--- src/rtl/mrd_pkg.sv ---
package mrd_pkg;

  typedef enum logic [1:0] {
    SPD_NORMAL = 2'd0,
    SPD_DOUBLE = 2'd1,
    SPD_QUAD   = 2'd2
  } speed_e;

  localparam int NUM_RATIOS = 7;
  localparam int CODE_W     = $clog2(NUM_RATIOS);
  localparam logic [CODE_W-1:0] CODE_PD = CODE_W'(4);

  // master clocks per frame for each ratio code
  function automatic int unsigned ratio_of(input int unsigned idx);
    case (idx)
      0:       return 128;
      1:       return 192;
      2:       return 256;
      3:       return 384;
      4:       return 512;
      5:       return 768;
      default: return 1152;
    endcase
  endfunction

  function automatic speed_e speed_of(input int unsigned idx);
    if (idx < 2)      return SPD_QUAD;
    else if (idx < 4) return SPD_DOUBLE;
    else              return SPD_NORMAL;
  endfunction

  // manual selection only runs at normal speed: the two quad ratios are out
  function automatic logic manual_ok(input int unsigned idx);
    return idx >= 2;
  endfunction

endpackage

--- src/rtl/mrd_edge_sync.sv ---
module mrd_edge_sync #(
  parameter int STAGES = 2
) (
  input  logic clk,
  input  logic rst_n,
  input  logic din,
  output logic rise
);
  logic [STAGES:0] sh_q;

  always_ff @(posedge clk or negedge rst_n) begin
    if (!rst_n) sh_q <= '0;
    else        sh_q <= {sh_q[STAGES-1:0], din};
  end

  assign rise = sh_q[STAGES-1] & ~sh_q[STAGES];
endmodule

--- src/rtl/mrd_period_counter.sv ---
module mrd_period_counter #(
  parameter int STOP_LIMIT = 2048,
  localparam int CNT_W = $clog2(STOP_LIMIT + 2)
) (
  input  logic             clk,
  input  logic             rst_n,
  input  logic             flush,
  input  logic             mclk_rise,
  input  logic             frame_rise,
  output logic             meas_vld,
  output logic [CNT_W-1:0] meas_val,
  output logic             frame_lost
);
  localparam logic [CNT_W-1:0] LIMIT_V = CNT_W'(STOP_LIMIT);

  logic [CNT_W-1:0] cnt_q, cnt_inc;
  logic             armed_q;

  // saturates one above the limit
  always_comb begin
    cnt_inc = cnt_q;
    if (mclk_rise && cnt_q <= LIMIT_V) cnt_inc = cnt_q + CNT_W'(1);
  end

  always_ff @(posedge clk or negedge rst_n) begin
    if (!rst_n) begin
      cnt_q      <= '0;
      armed_q    <= 1'b0;
      frame_lost <= 1'b0;
      meas_vld   <= 1'b0;
      meas_val   <= '0;
    end else begin
      meas_vld <= 1'b0;
      if (flush) begin
        cnt_q      <= '0;
        armed_q    <= 1'b0;
        frame_lost <= 1'b0;
      end else if (frame_rise) begin
        cnt_q      <= '0;
        armed_q    <= 1'b1;
        frame_lost <= 1'b0;
        meas_vld   <= armed_q;
        meas_val   <= cnt_inc;
      end else begin
        cnt_q <= cnt_inc;
        if (cnt_inc > LIMIT_V) begin
          frame_lost <= 1'b1;
          armed_q    <= 1'b0;
        end
      end
    end
  end

  // the edge that takes the count past the limit flags a stopped frame clock
  p_stop_flag_r7: assert property (@(posedge clk) disable iff (!rst_n)
    (!flush && !frame_rise && mclk_rise && cnt_q == LIMIT_V) |=> frame_lost);

  // a measurement needs a frame edge that started timing beforehand
  p_meas_needs_arm_r9: assert property (@(posedge clk) disable iff (!rst_n)
    meas_vld |-> $past(armed_q));

  // a new frame edge always ends the stop condition
  p_frame_clears_r7: assert property (@(posedge clk) disable iff (!rst_n)
    (frame_rise && !flush) |=> !frame_lost);
endmodule

--- src/rtl/mrd_mclk_watchdog.sv ---
module mrd_mclk_watchdog #(
  parameter int TIMEOUT = 64,
  localparam int W = $clog2(TIMEOUT + 1)
) (
  input  logic clk,
  input  logic rst_n,
  input  logic mclk_rise,
  output logic mclk_lost
);
  logic [W-1:0] cnt_q;

  always_ff @(posedge clk or negedge rst_n) begin
    if (!rst_n) begin
      cnt_q     <= '0;
      mclk_lost <= 1'b0;
    end else if (mclk_rise) begin
      cnt_q     <= '0;
      mclk_lost <= 1'b0;
    end else if (cnt_q != W'(TIMEOUT)) begin
      cnt_q     <= cnt_q + W'(1);
      mclk_lost <= (cnt_q == W'(TIMEOUT - 1));
    end
  end

  // reaching the timeout without an edge raises the loss flag
  p_wd_fire_r8: assert property (@(posedge clk) disable iff (!rst_n)
    (cnt_q == W'(TIMEOUT - 1) && !mclk_rise) |=> mclk_lost);

  // any master-clock edge withdraws the loss flag
  p_wd_clear_r8: assert property (@(posedge clk) disable iff (!rst_n)
    mclk_rise |=> !mclk_lost);
endmodule

--- src/rtl/mrd_ratio_qualify.sv ---
module mrd_ratio_qualify
  import mrd_pkg::*;
#(
  parameter int CNT_W = 12
) (
  input  logic              clk,
  input  logic              rst_n,
  input  logic              clear,
  input  logic              auto_mode,
  input  logic              meas_vld,
  input  logic [CNT_W-1:0]  meas_val,
  output speed_e            speed_q,
  output logic [CODE_W-1:0] code_q,
  output logic              locked_q,
  output logic              err_q
);
  logic [NUM_RATIOS-1:0] hit;
  logic                  legal;
  logic [CODE_W-1:0]     code_hit, prev_code_q;
  logic                  prev_ok_q;

  for (genvar g = 0; g < NUM_RATIOS; g++) begin : g_match
    assign hit[g] = (meas_val == CNT_W'(ratio_of(g))) && (auto_mode || manual_ok(g));
  end

  assign legal = |hit;

  always_comb begin
    code_hit = '0;
    for (int i = 0; i < NUM_RATIOS; i++) begin
      if (hit[i]) code_hit = CODE_W'(i);
    end
  end

  always_ff @(posedge clk or negedge rst_n) begin
    if (!rst_n) begin
      speed_q     <= SPD_NORMAL;
      code_q      <= CODE_PD;
      locked_q    <= 1'b0;
      err_q       <= 1'b0;
      prev_ok_q   <= 1'b0;
      prev_code_q <= '0;
    end else if (clear) begin
      locked_q  <= 1'b0;
      prev_ok_q <= 1'b0;
    end else if (meas_vld) begin
      err_q       <= !legal;
      prev_ok_q   <= legal;
      prev_code_q <= code_hit;
      if (legal && prev_ok_q && prev_code_q == code_hit) begin
        speed_q  <= auto_mode ? speed_of(32'(code_hit)) : SPD_NORMAL;
        code_q   <= code_hit;
        locked_q <= 1'b1;
      end
    end
  end

  // outputs hold between measurements
  p_hold_between_r5: assert property (@(posedge clk) disable iff (!rst_n)
    !meas_vld |=> ($stable(speed_q) && $stable(code_q)));

  // an illegal period never moves the mode and flags the error
  p_illegal_holds_r6: assert property (@(posedge clk) disable iff (!rst_n)
    (meas_vld && !legal && !clear) |=> ($stable(code_q) && $stable(speed_q) && err_q));

  // manual selection only ever settles on normal speed
  p_manual_normal_r4: assert property (@(posedge clk) disable iff (!rst_n)
    (meas_vld && !auto_mode && !clear) |=> speed_q == SPD_NORMAL);

  // lock is only gained on a measurement
  p_lock_on_meas_r9: assert property (@(posedge clk) disable iff (!rst_n)
    $rose(locked_q) |-> $past(meas_vld));
endmodule

--- src/rtl/mclk_ratio_detect.sv ---
module mclk_ratio_detect
  import mrd_pkg::*;
#(
  parameter int STOP_LIMIT   = 2048,
  parameter int MCLK_TIMEOUT = 64,
  parameter int SYNC_STAGES  = 2
) (
  input  logic       clk_ref,
  input  logic       pdn_n,
  input  logic       mclk_in,
  input  logic       frame_in,
  input  logic       auto_sel,
  output logic [1:0] speed_mode,
  output logic [2:0] ratio_code,
  output logic       clocks_valid,
  output logic       rst_req,
  output logic       ratio_err
);
  localparam int CNT_W = $clog2(STOP_LIMIT + 2);

  logic             mclk_rise, frame_rise;
  logic             meas_vld, frame_lost, mclk_lost, locked;
  logic [CNT_W-1:0] meas_val;
  speed_e           speed_q;
  logic [CODE_W-1:0] code_q;

  mrd_edge_sync #(.STAGES(SYNC_STAGES)) i_sync_mclk (
    .clk(clk_ref), .rst_n(pdn_n), .din(mclk_in), .rise(mclk_rise));

  mrd_edge_sync #(.STAGES(SYNC_STAGES)) i_sync_frame (
    .clk(clk_ref), .rst_n(pdn_n), .din(frame_in), .rise(frame_rise));

  mrd_mclk_watchdog #(.TIMEOUT(MCLK_TIMEOUT)) i_watchdog (
    .clk(clk_ref), .rst_n(pdn_n), .mclk_rise(mclk_rise), .mclk_lost(mclk_lost));

  mrd_period_counter #(.STOP_LIMIT(STOP_LIMIT)) i_counter (
    .clk(clk_ref), .rst_n(pdn_n), .flush(mclk_lost),
    .mclk_rise(mclk_rise), .frame_rise(frame_rise),
    .meas_vld(meas_vld), .meas_val(meas_val), .frame_lost(frame_lost));

  mrd_ratio_qualify #(.CNT_W(CNT_W)) i_qualify (
    .clk(clk_ref), .rst_n(pdn_n), .clear(frame_lost | mclk_lost),
    .auto_mode(auto_sel), .meas_vld(meas_vld), .meas_val(meas_val),
    .speed_q(speed_q), .code_q(code_q), .locked_q(locked), .err_q(ratio_err));

  assign speed_mode   = speed_q;
  assign ratio_code   = 3'(code_q);
  assign clocks_valid = locked & ~frame_lost & ~mclk_lost;
  assign rst_req      = ~clocks_valid;

  // a stopped frame clock withdraws validity at once
  p_frame_stop_r7: assert property (@(posedge clk_ref) disable iff (!pdn_n)
    frame_lost |-> rst_req);

  // a stopped master clock withdraws validity at once
  p_mclk_stop_r8: assert property (@(posedge clk_ref) disable iff (!pdn_n)
    mclk_lost |-> !clocks_valid);
endmodule

--- config.mk ---
export PLATFORM = sky130hd
export DESIGN_NAME = mclk_ratio_detect
export DESIGN_NICKNAME = d
export VERILOG_FILES = /design/src/rtl/mrd_pkg.sv /design/src/rtl/mrd_edge_sync.sv /design/src/rtl/mrd_period_counter.sv /design/src/rtl/mrd_mclk_watchdog.sv /design/src/rtl/mrd_ratio_qualify.sv /design/src/rtl/mclk_ratio_detect.sv
export SDC_FILE = /design/constraint.sdc
export NUM_CORES = 1
export LEC_CHECK = 0
export ABC_AREA = 1
export BUFFER_PORTS_ARGS = -buffer_cell sky130_fd_sc_hd__buf_4
export CORE_MARGIN = 8
export CORE_UTILIZATION = 45
export CTS_CLUSTER_DIAMETER = 30
export DETAILED_ROUTE_END_ITERATION = 16
export GPL_TIMING_DRIVEN = 0
export PLACE_DENSITY = 0.73
export SLEW_MARGIN = 20
export SYNTH_ARGS = -nofsm -noshare
export SYNTH_HDL_FRONTEND = slang
export SYNTH_HIERARCHICAL = 1
export SYNTH_SLANG_ARGS = --single-unit
--- constraint.sdc ---
create_clock -name clk_ref -period 1.9 [get_ports clk_ref]
set_input_delay 0.095 -clock clk_ref [delete_from_list [all_inputs] [get_ports clk_ref]]
set_output_delay 0.095 -clock clk_ref [all_outputs]
set_load 0.02 [all_outputs]
== Yosys cells after proc, flatten, opt, wreduce, memory -nomap -nowiden ==
Index checks and enable logic that the tools add are counted.
Word-level totals
  register bits after elaboration: 52
  output and inout port bits: 8
Cells by class
  equal/unequal tests: 10
  add/sub/neg operators: 2
  bitwise operators: 11
  muxes and demuxes: 29
  reductions and logical operators: 15
  $lt $le $gt $ge: 4
Operators with widths (count)
  $mux 12: 3
  $eq 12x10->1 const B: 2
  $eq 12x8->1 const B: 2
  $eq 12x9->1 const B: 2
  $mux 1: 17
  $mux 3: 5
  $mux 7: 2
  $add 12x1->12 const B: 1
  $eq 12x11->1 const B: 1
  $gt 12x12->1 const B: 1
  $le 12x12->1 const B: 1
  $add 7x1->7 const B: 1
  $eq 7x6->1 const B: 1
  $ne 7x7->1 const B: 1
  $reduce_or 7->1: 1
  $not 1->1: 6
  $reduce_and 2->1: 3
  $reduce_bool 2->1: 3
  $logic_and 1x1->1: 5
  $and 1x1->1: 4
  $mux 2: 2
  $eq 3x3->1: 1
  $lt 3x2->1 const B: 1
  $lt 3x3->1 const B: 1
  other kinds (4): 4

== Logic depth before layout (Yosys ltp) ==
Gate-level depths: netlist of the first run.
  depth after elaboration: 13
  depth in mapped cells: 15
  mapped depth without buffers: 15

== Hierarchy ==
The synthesis of the first run kept the hierarchy.
By module, submodules not included
  mrd_period_counter: instances 1, area each 1418.9 um^2, seq. area each 675.6 um^2, cells each 193
  mrd_ratio_qualify: instances 1, area each 1054.8 um^2, seq. area each 276.5 um^2, cells each 139
  mrd_mclk_watchdog: instances 1, area each 444.2 um^2, seq. area each 200.2 um^2, cells each 59
  mrd_edge_sync: instances 2, area each 85.1 um^2, seq. area each 75.1 um^2, cells each 5
  mclk_ratio_detect: instances 1, area each 28.8 um^2, seq. area each 0.0 um^2, cells each 6

== Worst setup path before layout of the first run ==
OpenSTA, ideal clock, no wires.
  path type: register -> register
  start point: register i_counter.cnt_q[0]
  end point: register i_counter.frame_lost
  setup slack: 0.140 ns
  stages on the path, launching flop included: 13
  buffers on the path: 1
  period minus slack after synthesis: 1.760 ns
  data arrival time: 1.639 ns
  library setup time: 0.121 ns
  path through: dfrtp_1 inv_1 ha_1 nand3_2 o21ai_4 buf_6 nand3_1 nand2_2 nand2_1 nor2_1 nand3_1 nand2_1 a21oi_1
Between the ends
  longest elaborated chain between the ends: 5
  elaborated cells between the ends (all ways): 6
RTL lines
  from (decl): line mrd_period_counter.sv:16  | logic [CNT_W-1:0] cnt_q, cnt_inc;
  from (signal assigned): line mrd_period_counter.sv:45  | cnt_q <= cnt_inc;
  $le 12x12->1: line mrd_period_counter.sv:22  | if (mclk_rise && cnt_q <= LIMIT_V) cnt_inc = cnt_q + CNT_W'(1);
  $logic_and 1x1->1: line mrd_period_counter.sv:22
  $mux 12 (*): line mrd_period_counter.sv:22
  $gt 12x12->1 (*): line mrd_period_counter.sv:46  | if (cnt_inc > LIMIT_V) begin
  $reduce_bool 3->1 (no line) (*)
  to (signal assigned): line mrd_period_counter.sv:29  | frame_lost <= 1'b0;
  to (signal assigned): line mrd_period_counter.sv:37  | frame_lost <= 1'b0;
  to (signal assigned): line mrd_period_counter.sv:47  | frame_lost <= 1'b1;
  to (decl): line mrd_period_counter.sv:12  | output logic frame_lost
Mark *: on every way between the ends. The rest lies on a longest branch, timed or not.
A chain may end at the register's enable or synchronous reset.

== Final worst setup path of the first run ==
  start point: register i_counter.cnt_q[1]
  end point: register i_counter.armed_q
Between the ends
  longest elaborated chain between the ends: 5
  elaborated cells between the ends (all ways): 6
RTL lines
  $le 12x12->1: line mrd_period_counter.sv:22
  $logic_and 1x1->1: line mrd_period_counter.sv:22
  $mux 12 (*): line mrd_period_counter.sv:22
  $gt 12x12->1 (*): line mrd_period_counter.sv:46
  $reduce_bool 3->1 (no line) (*)
  to (signal assigned): line mrd_period_counter.sv:28  | armed_q <= 1'b0;
  to (signal assigned): line mrd_period_counter.sv:36  | armed_q <= 1'b0;
  to (signal assigned): line mrd_period_counter.sv:48  | armed_q <= 1'b0;
  to (decl): line mrd_period_counter.sv:17  | logic armed_q;
Marked as above.

==> summary.md, run 1 <==
| Metric | Value |
|---|---|
| Vias | 2629 |
| GR met1 Demand/Resource | 17.57% |
| Crit path launch type | register |
| Hold Slack | 0.2361 ns |
| Initial antenna violation count | 0 |
| PnR worst setup slack | 0.02068 ns |
| Slew @ Worst Pin | 0.6412 ns |
| Clock skew | 0.01096 ns |
| Top_reg_cell synth | dfrtp_1 |
| Drt drc | 0 |
| Final slew viol count | 0 |
| Final count of hold timing violations | 0 |
| Sequential fraction of the synthesis area | 41.79% |
| Vias in the first global route | 2579 |
| Leakage Power | 1.758 nW |
| Met3 Use GR | 2.793% |
| Sinks on the clock net | 52 |
| Clk pin slew, worst setup/hold paths | 0.10 ns |
| Status | completed |
| Routability cong. | 0.8920 |
| Largest net degree at the start of global routing | 53 |
| Share of layout cells above drive strength 1 | 25.96% |
| Commonest non-fill, non-tap cells in the layout | nand2_1 (103), dfrtp_1 (50), nor2_1 (48) |
| Synthesis-to-finish area growth | 16.02% |
| Avg Cell Area, Syn | 7.658 µm² |
| Most common cell after layout, fill and taps aside | nand2_1 |
| Post-Place Worst Slack | -0.2621 ns |
| Required time worst endpoint | 2.14 ns |
| Final WL | 6.379 mm |
| Critical path type | register to register |
| GRT Overall Usage | 13.77% |
| Longest Clk Path Bufs | 2 |
| Pwr dens | 615.9 nW/µm² |
| DRT antenna net count | 0 |
| Hold/Removal Path Class | input pin to register |
| Grt peak-use layer | met2 |
| Grt total ovfl | 0 |
| GR Layer Usage met2 | 22.57% |
| Yosys warns | 6 |
| Die area | 9846 µm² |
| #FFs+latches synth | 52 |
| RSZ-0062 raised after global routing | true |
| # nets final | 451 |
| Distinct cells, synth | 38 |
| Post-Syn Area | 3117 µm² |
| Row count | 30 |
| Fin crit share | 98.91% |
| Max Cap Viol | 0 |
| Detailed Route Iter0 Violations | 130 |
| Dpl hpwl | 4.528 mm |
| Worst Path Arrival | 2.12 ns |
| Max FO, Critical Path | 5 |
| CORE AREA | 6756 µm² |
| IO Pins | 13 |
| Maximum VDD drop | 0.4153 mV |
| Setup Viol. Count Final | 0 |
| Max Freq | 0.5321 GHz |
| Vias per cell | 5.027 |
| Chip width | 99.23 µm |
| Port-buffer cells | 12 |
| Minimum clock period | 1.879 ns |
| First-pass GRT wire length | 11.25 mm |
| TritonCTS clock tree | built |
| Post-synth EDFFs | 0 |
| Syn_nets | 416 |
| Antenna cell count | 0 |
| Clock latency on the worst-skew pair | 0.30 ns |
| Gate count of the mapped netlist | 407 |
| Total CTS buffers | 5 |
| Drt first pass iters | 4 |
| DIE HEIGHT | 99.23 µm |
| Clock tree root buffer cell | clkbuf_8 |
| Htree depth | 2 |
| Rel. slew slack | 57.26% |
| Wirelength per Cell | 12.20 µm |
| Asr flop ratio synth | 100.0% |
| Kind of end point of the critical path | register |
| Initial Util | 46.13% |
[registers in the layout, summed over array words and instances (netlist names), 2 cells and up]
signal and cells:
i_counter/cnt_q 12, i_counter/meas_val 12, i_qualify/code_q 3, i_qualify/prev_code_q 3, i_qualify/speed_q 2, i_sync_frame/sh_q 3
i_sync_mclk/sh_q 3, i_watchdog/cnt_q 7
[Yosys cell counts (6+ instances only)]
library cell | number | area, µm²
o21ai_0 | 16 | 80.08
nor2_1 | 51 | 191.4
dfrtp_1 | 51 | 1276
nor2_4 | 6 | 67.56
nand4_1 | 12 | 75.07
nand2_1 | 110 | 412.9
inv_1 | 48 | 180.2
nor3_1 | 7 | 35.03
nand2_2 | 15 | 93.84
nand3_1 | 28 | 140.1
nor2_2 | 8 | 50.05
[critical path: stages (launching register included)]
cell	delay (ns)
dfrtp_1	0.41
inv_2	0.09
ha_4	0.15
nand3_4	0.07
o21ai_4	0.28
buf_6	0.17
nand4_1	0.09
nand2_2	0.12
nand2_2	0.05
nor2_2	0.10
nand3_1	0.09
nand2_2	0.09
nand2_1	0.05
nand2_1	0.05
[per-stage QoR]
step | TNS (ns) | util [%] | instance area [µm²] | power [W] | instances
2_1_floorplan | 0 | - | 3117 | 0.001468 | 407
3_3_place_gp | -0.4303 | 48.94 | 3307 | 0.001545 | 499
3_5_place_dp | -0.5064 | 48.94 | 3307 | 0.001562 | 499
4_1_cts | 0 | 52.59 | 3553 | 0.002228 | 522
5_1_grt | -0.2251 | 53.52 | 3616 | 0.002351 | 523
6_report | 0 | 53.52 | 3616 | 0.002227 | 523
[metal layers]
metal  vias to the layer above  part of all wire [%]
li1                       1352                     -
met1                      1228                    47
met3                        10                   3.2
met4                         0                   1.6
met2                        39                    48
met5                         -                     0
[where the power goes]
part | internal, W | total (W) | switching [W]
clock network | 0.000257 | 0.000614 | 0.000356
logic | 0.000152 | 0.000377 | 0.000225
registers | 0.00116 | 0.00124 | 0.0000734
total | 0.00157 | 0.00223 | 0.000654
[kinds of logic after synthesis]
logic type                 share of synthesized area, %
AOI/OAI and AO/OA                                 5.661
adders and majority gates                         1.606
buffers and inverters                             7.828
DFF                                               41.79
and+or+nand+nor                                   43.11
[final timing paths]
check                                                from  slack, ns                               end  cells past startpoint
max                          i_counter/cnt_q[1]$_DFF_PN0_       0.02     i_counter/armed_q$_DFFE_PN0P_                     13
min                                              auto_sel       0.24  i_qualify/speed_q[0]$_DFFE_PN0P_                      5
max reg2reg                  i_counter/cnt_q[1]$_DFF_PN0_       0.02     i_counter/armed_q$_DFFE_PN0P_                     13
min reg2reg                i_sync_frame/sh_q[0]$_DFF_PN0_       0.36    i_sync_frame/sh_q[1]$_DFF_PN0_                      0
max in group asynchronous                           pdn_n       1.09      i_counter/cnt_q[2]$_DFF_PN0_                      2
min in group asynchronous                           pdn_n       0.35      i_counter/cnt_q[7]$_DFF_PN0_                      2
[area by class of cell]
cell class | instances | area (µm²)
plain buffers | 6 | 35.03
clock buffers | 5 | 68.82
clock inverters | 3 | 18.77
fillers | 627 | 3141
inverters | 55 | 211.5
multi-input cells | 294 | 1653
flip-flops and latches | 52 | 1304
well taps | 80 | 100.1
repair buffers | 28 | 225.2
[repair_timing]
item	CTS	global route
gates cloned	1	0
setup buffers	11	1
hold buffers	3	0
pin swaps	11	7
setup endpoints to repair	3	3
hold endpoints to repair	53	0
resized for setup	13	16
Note: power is estimated with default switching activity, not from simulation.
==> run 2: changes to the inputs <==
--- a/config.mk
+++ b/config.mk
@@ -5,11 +5,11 @@
 export SDC_FILE = /design/constraint.sdc
 export NUM_CORES = 1
 export LEC_CHECK = 0
-export ABC_AREA = 1
 export BUFFER_PORTS_ARGS = -buffer_cell sky130_fd_sc_hd__buf_4
 export CORE_MARGIN = 8
 export CORE_UTILIZATION = 45
 export CTS_CLUSTER_DIAMETER = 30
+export CTS_CLUSTER_SIZE = 16
 export DETAILED_ROUTE_END_ITERATION = 16
 export GPL_TIMING_DRIVEN = 0
 export PLACE_DENSITY = 0.73
==> summary.md, run 2 <==
| Metric | Value |
|---|---|
| Largest registers | i_counter/cnt_q x12, i_counter/meas_val x12, i_watchdog/cnt_q x7 |
| Final WL | 5.455 mm (-14%) |
| Multiplexer share of the synthesized area | 5.688% (+5.7 points) |
| Dpl hpwl | 3.640 mm (-20%) |
| Critical path type | register to register |
| Rel. slew slack | 57.24% (about the same) |
| #FFs+latches synth | 52 (unchanged) |
| R2R cell count | 6 (-7) |
| Most common cell after layout, fill and taps aside | dfrtp_1 |
| Fillcell total | 518 (-17%) |
| Initial Util | 45.87% (-0.26 points) |
| Worst Path Arrival | 2.29 ns (+0.17 ns) |
| Worst r2r src | i_counter/meas_val[11]$_DFFE_PN0P_ |
| Routability cong. | 0.7996 (-10%) |
| IO Pins | 13 (unchanged) |
| Hold EP | i_qualify/speed_q[1]$_DFFE_PN0P_ |
| Max Cap Viol | 0 (unchanged) |
| Commonest non-fill, non-tap cells in the layout | dfrtp_1 (46), buf_4 (30), nor2_1 (28) |
| Final slew viol count | 0 (unchanged) |
| Slew @ Worst Pin | 0.6414 ns (+0.0001952 ns) |
| Placed Cells | 340 (-32%) |
| Yosys top cell area share | 47.55% (+6.6 points) |
| Drt first pass iters | 4 (unchanged) |
| RR Endpoint | i_qualify/speed_q[0]$_DFFE_PN0P_ |
| Clock tree root buffer cell | clkbuf_8 |
| Leakage Power | 1.444 nW (-18%) |
| Die area | 8691 µm² (-12%) |
| First-pass GRT wire length | 9.170 mm (-18%) |
| CORE AREA | 5851 µm² (-13%) |
| Pwr dens | 820.0 nW/µm² (+33%) |
| Syn_nets | 262 (-37%) |
| Vias | 1975 (-25%) |
| Dominant cell type by area after synthesis | dfrtp_1 |
| Row count | 28 (-6.7%) |
| GRT Overall Usage | 12.80% (-0.97 points) |
| Synthesis-to-finish area growth | 19.77% |
| Max Freq | 0.4768 GHz (-10%) |
| Port-buffer cells | 12 (unchanged) |
| Post-route insts no fill | 369 (-29%) |
| Kind of end point of the critical path | register |
| Crit path launch type | register |
| DRT antenna net count | 0 (unchanged) |
| Hold/Removal Path Class | input pin to register |
| Fin crit share | 110.4% (+11 points) |
| Yosys warns | 6 (unchanged) |
| PnR worst setup slack | -0.1975 ns (-0.2182 ns) |
| Status | finished, violations left |
| Max FO, Critical Path | 5 (unchanged) |
| Initial antenna violation count | 0 (unchanged) |
| Asr flop ratio synth | 100.0% (unchanged) |
| Wirelength per Cell | 14.78 µm (+21%) |
| Failing checks | setup timing |
| Clock skew | 0.004743 ns (-0.006215 ns) |
| Hold path start | auto_sel |
| Avg Cell Area, Syn | 10.61 µm² (+39%) |
| Sequential fraction of the synthesis area | 48.53% (+6.7 points) |
| Setup Viol. Count Final | 6 (+6) |
| Chip width | 93.23 µm (-6.0%) |
| Share of layout cells above drive strength 1 | 30.27% (+4.3 points) |
| Antenna cell count | 0 (unchanged) |
| Total CTS buffers | 5 (unchanged) |
| Commonest cells in the synthesized netlist | dfrtp_1 (51), nor2_1 (28), nand2_1 (23) |
| Hold Slack | 0.09844 ns (-0.1377 ns) |
| Top-count cell post-synth | dfrtp_1 |
| Hold depth | 3 (-2) |
| DIE HEIGHT | 93.23 µm (-6.0%) |
| Required time worst endpoint | 2.09 ns (-0.05 ns) |
| Clk pin slew, worst setup/hold paths | 0.10 ns (about the same) |
| TritonCTS clock tree | built |
| Gate count of the mapped netlist | 253 (-38%) |
| Util after Layout | 54.94% (+1.4 points) |
| Post-Synth Simple-Gate Area | 25.59% (-18 points) |
| Drt drc | 0 (unchanged) |
| Grt total ovfl | 0 (unchanged) |
| Final count of hold timing violations | 0 (unchanged) |
| Synth Area in Adders | 1.865% (+0.26 points) |
| Post-Place Worst Slack | -0.3565 ns (-0.09437 ns) |
| Largest family of logic cells by synthesized area | simple AND/OR/NAND/NOR gates |
| Worst R2R Setup Slack | -0.20 ns (-0.22 ns) |
| RSZ-0062 raised after global routing | true |
| Sinks on the clock net | 52 (unchanged) |
| Longest Clk Path Bufs | 2 (unchanged) |
| Htree depth | 2 (unchanged) |
| Post-Syn Area | 2684 µm² (-14%) |
| Distinct cells, synth | 64 (+68%) |
| Post-Synth XOR/XNOR Area | 3.590% (+3.6 points) |
| Largest net degree at the start of global routing | 53 (unchanged) |
| Detailed Route Iter0 Violations | 84 (-35%) |
| Clock latency on the worst-skew pair | 0.30 ns (about the same) |
| # nets final | 302 (-33%) |
| Top_reg_cell synth | dfrtp_1 |
| Post-synth EDFFs | 0 (unchanged) |
| Pwr Total | 0.002636 W (+18%) |
| Compound-Gate Fraction of Synth Area | 11.93% (+6.3 points) |
| Top cells by area, synth | dfrtp_1 (48%), nor2_1 (3.9%), nand2_1 (3.2%) |
| Maximum VDD drop | 0.7557 mV (+82%) |
| Vias per cell | 5.352 (+6.5%) |
| Vias in the first global route | 1958 (-24%) |
| Minimum clock period | 2.097 ns (+0.2182 ns) |
## run 2: worst max-delay path by stage
stage,start,slack (ns),to
global placement,i_counter/meas_val[6]$_DFFE_PN0P_,-0.32,i_qualify/code_q[0]$_DFFE_PN0P_
CTS,i_counter/meas_val[11]$_DFFE_PN0P_,-0.18,i_qualify/speed_q[0]$_DFFE_PN0P_
floorplan,i_counter/meas_val[11]$_DFFE_PN0P_,-0.09,i_qualify/code_q[0]$_DFFE_PN0P_
finish,i_counter/meas_val[11]$_DFFE_PN0P_,-0.20,i_qualify/speed_q[0]$_DFFE_PN0P_
global route,i_counter/meas_val[11]$_DFFE_PN0P_,-0.28,i_qualify/speed_q[0]$_DFFE_PN0P_
detailed placement,i_counter/meas_val[6]$_DFFE_PN0P_,-0.36,i_qualify/speed_q[0]$_DFFE_PN0P_
## run 2: stage by stage
stage / instance area (µm²) / TNS, ns
2_1_floorplan: 2691 / -0.2231
3_3_place_gp: 2875 / -1.389
3_5_place_dp: 2875 / -1.627
4_1_cts: 3090 / -0.7932
5_1_grt: 3214 / -1.591
6_report: 3214 / -0.8430
## run 2: metal layers
layer	track usage, %	wire length (µm)
met1	16.32	2634
met2	21.09	2599
met3	2.965	167
met4	3.624	53
met5	0	0
## run 2: cells by family after synthesis
family / after synthesis
muxes: 13
buffers and inverters: 18
AOI/OAI and AO/OA: 46
xor gates and xnor gates: 11
and+or+nand+nor: 109
adders and majority gates: 4
DFF: 52
## run 2: repair_timing
| item | 4_1_cts | 5_1_grt |
|---|---|---|
| pin swaps | 3 | 9 |
| endpoints found under the hold margin | 53 | 0 |
| hold buffers | 3 | 0 |
| endpoints found under the setup margin | 8 | 9 |
| resized for setup | 5 | 14 |
| setup buffers | 9 | 9 |
## run 2: final cells by class
cell class,instances,area (µm²),area share [%]
multi-input combinational,183,1385,43.09
buffer,6,30.03,0.9342
clock buffer,6,82.58,2.569
clock inverter,2,13.76,0.4282
timing repair buffer,33,255.2,7.941
tap,75,93.84,2.919
inverter,12,45.04,1.401
sequential,52,1309,40.72
## run 2: worst max-delay path, stage by stage, from the launching register on
cell and delay (ns):
dfrtp_2 0.46, or4b_4 0.53, o22a_1 0.26, o21ai_2 0.12, o2111a_1 0.20, buf_6 0.13
mux2_4 0.29
## run 2: report_power, final
| part | leakage [nW] | internal [W] | switching [W] | total (W) |
|---|---|---|---|---|
| logic | 0.721 | 0.000337 | 0.000341 | 0.000678 |
| registers | 0.671 | 0.00120 | 0.0000912 | 0.00129 |
| clock network | 0.0516 | 0.000299 | 0.000372 | 0.000671 |
==> run 3: changes to the inputs <==
--- a/config.mk
+++ b/config.mk
@@ -13,6 +13,7 @@
 export DETAILED_ROUTE_END_ITERATION = 16
 export GPL_TIMING_DRIVEN = 0
 export PLACE_DENSITY = 0.73
+export SETUP_SLACK_MARGIN = 0.1
 export SLEW_MARGIN = 20
 export SYNTH_ARGS = -nofsm -noshare
 export SYNTH_HDL_FRONTEND = slang
==> summary.md, run 3 (same netlist as run 2, synthesis figures left out) <==
| Metric | Value |
|---|---|
| Status | finished, violations left |
| Failing checks | setup timing |
| Slew @ Worst Pin | 0.6386 ns (-0.002775 ns) |
| IO Pins | 13 (unchanged) |
| # nets final | 301 (-0.33%) |
| Final count of hold timing violations | 0 (unchanged) |
| Hold/Removal Path Class | input pin to register |
| Grt total ovfl | 0 (unchanged) |
| Final slew viol count | 0 (unchanged) |
| Sw power | 0.0008551 W (+6.4%) |
| Most common cell after layout, fill and taps aside | dfrtp_1 |
| Total CTS buffers | 5 (unchanged) |
| M1 WL | 2.563 mm (-2.7%) |
| Switching share of power | 31.04% (+0.54 points) |
| Clock skew | 0.007270 ns (+0.002527 ns) |
| Share of layout cells above drive strength 1 | 32.08% (+1.8 points) |
| Clock latency on the worst-skew pair | 0.30 ns (about the same) |
| Rel. slew slack | 57.43% (+0.19 points) |
| DIE HEIGHT | 93.23 µm (unchanged) |
| First-pass GRT wire length | 9.377 mm (+2.3%) |
| Finished Cell Area | 3263 µm² (+1.5%) |
| Pwr dens | 844.2 nW/µm² (+2.9%) |
| Required time worst endpoint | 2.10 ns (about the same) |
| Minimum clock period | 2.094 ns (-0.003791 ns) |
| Htree depth | 2 (unchanged) |
| Worst path slowest cell | or4b_4 |
| Largest registers | i_counter/cnt_q x12, i_counter/meas_val x12, i_watchdog/cnt_q x7 |
| Crit path cell chain | or4b_4 -> o22a_1 -> o21ai_2 -> o2111a_1 -> buf_6 -> mux2_4 |
| Top delay family on crit path | compound AO/OA/AOI/OAI gates |
| Met3 WL post-DR | 197 µm (+18%) |
| RSZ-0062 raised after global routing | true |
| Longest Clk Path Bufs | 2 (unchanged) |
| Setup Viol. Count Final | 6 (unchanged) |
| Commonest non-fill, non-tap cells in the layout | dfrtp_1 (45), nor2_1 (28), buf_4 (28) |
| CORE AREA | 5851 µm² (unchanged) |
| Leakage Power | 1.442 nW (-0.11%) |
| Kind of end point of the critical path | register |
| Fillcell total | 507 (-2.1%) |
| Fin crit share | 110.2% (-0.20 points) |
| Vias | 1994 (+0.96%) |
| Setup TNS | -0.8240 ns (+0.01904 ns) |
| TritonCTS clock tree | built |
| Port-buffer cells | 12 (unchanged) |
| Int Power | 0.001899 W (+3.7%) |
| GRT Overall Usage | 13.17% (+0.38 points) |
| Clock tree root buffer cell | clkbuf_8 |
| Worst Path Arrival | 2.30 ns (about the same) |
| Maximum VDD drop | 0.7583 mV (+0.35%) |
| DRT antenna net count | 0 (unchanged) |
| Largest net degree at the start of global routing | 53 (unchanged) |
| Reg power frac | 46.7% (-2.1 points) |
| Drt drc | 0 (unchanged) |
| Initial antenna violation count | 0 (unchanged) |
| Detailed Route Iter0 Violations | 67 (-20%) |
| Met2 wire length | 2.715 mm (+4.5%) |
| Row count | 28 (unchanged) |
| Synthesis-to-finish area growth | 21.59% |
| Initial Util | 45.87% (unchanged) |
| Sinks on the clock net | 52 (unchanged) |
| Antenna cell count | 0 (unchanged) |
| Max Freq | 0.4776 GHz (+0.18%) |
| Clk pwr share | 24.5% (-1.0 points) |
| Drt first pass iters | 4 (unchanged) |
| Buf/Inv on CP | 1 (unchanged) |
| Max FO, Critical Path | 5 (unchanged) |
| Vias per cell | 5.418 (+1.2%) |
| Max Cap Viol | 0 (unchanged) |
| DR top layer | met4 |
| PnR worst setup slack | -0.1937 ns (+0.003791 ns) |
| Routability cong. | 0.7996 (unchanged) |
| Largest stage delay on the critical path | 0.53 ns (about the same) |
| Wirelength per Cell | 15.04 µm (+1.7%) |
| Chip width | 93.23 µm (unchanged) |
| Dpl hpwl | 3.640 mm (unchanged) |
| Crit path launch type | register |
| Vias in the first global route | 2009 (+2.6%) |
| Die area | 8691 µm² (unchanged) |
| Combinational Power Share | 28.7% (+3.0 points) |
| Final WL | 5.534 mm (+1.4%) |
| Critical path type | register to register |
| Clk pin slew, worst setup/hold paths | 0.10 ns (about the same) |
| Placed cell area | 2875 µm² (unchanged) |
run 3: repair_timing:
item / 4_1_cts / 5_1_grt
setup endpoints to repair: 8 / 14
buffers inserted: 11 / 6
endpoints found under the hold margin: 53 / 0
cloned: 0 / 0
hold buffers: 3 / 0
pin swaps: 9 / 5
resized for setup: 11 / 20
run 3: worst paths after layout:
path	cells past startpoint	slack, ns	end	start
max reg2reg	6	-0.19	i_qualify/speed_q[0]$_DFFE_PN0P_	i_counter/meas_val[11]$_DFFE_PN0P_
min reg2reg	0	0.36	i_sync_mclk/sh_q[1]$_DFF_PN0_	i_sync_mclk/sh_q[0]$_DFF_PN0_
min in group asynchronous	2	0.34	i_qualify/speed_q[0]$_DFFE_PN0P_	pdn_n
max	6	-0.19	i_qualify/speed_q[0]$_DFFE_PN0P_	i_counter/meas_val[11]$_DFFE_PN0P_
max in group asynchronous	2	1.08	i_counter/meas_val[6]$_DFFE_PN0P_	pdn_n
min	3	0.09	i_qualify/speed_q[1]$_DFFE_PN0P_	auto_sel
run 3: power groups by stage:
stage               Sequential, W  Combinational [W]  Clock (W)
floorplan                 0.00130           0.000353          0
global placement          0.00132           0.000454          0
detailed placement        0.00132           0.000467          0
CTS                       0.00129           0.000603   0.000695
global route              0.00131           0.000864   0.000735
finish                    0.00129           0.000791   0.000676
run 3: cell type report:
class | instances | area [µm²] | area share [%]
multi-input combinational | 183 | 1436 | 44.02
clock inverter | 2 | 13.76 | 0.4218
tap | 75 | 93.84 | 2.876
timing repair buffer | 32 | 251.5 | 7.707
inverter | 12 | 45.04 | 1.380
buffer | 6 | 30.03 | 0.9202
sequential | 52 | 1310 | 40.15
clock buffer | 6 | 82.58 | 2.531
run 3: layer usage:
metal	up-vias	GRT usage, %
li1	970	-
met1	983	16.63
met2	34	21.86
met3	7	3.045
met4	0	3.893
met5	-	0
run 3: metrics by stage:
stage / hold WS, ns / setup slack (ns) / util, % / power (W) / instances
floorplan: -0.2006 / -0.08829 / - / 0.001651 / 253
global placement: 0.1604 / -0.3202 / 49.14 / 0.001772 / 340
detailed placement: 0.1647 / -0.3565 / 49.14 / 0.001787 / 340
CTS: 0.08753 / -0.1840 / 53.59 / 0.002585 / 362
global route: 0.1259 / -0.2763 / 55.77 / 0.002906 / 368
finish: 0.09271 / -0.1937 / 55.77 / 0.002755 / 368
run 3: worst reg2reg max path, delay by kind of cell (launching register included):
kind | cells | cell delay [ns]
buffers and inverters | 1 | 0.13
AND/OR/NAND/NOR | 1 | 0.53
multiplexers | 1 | 0.30
flip-flops | 1 | 0.46
AO/OA/AOI/OAI | 3 | 0.58
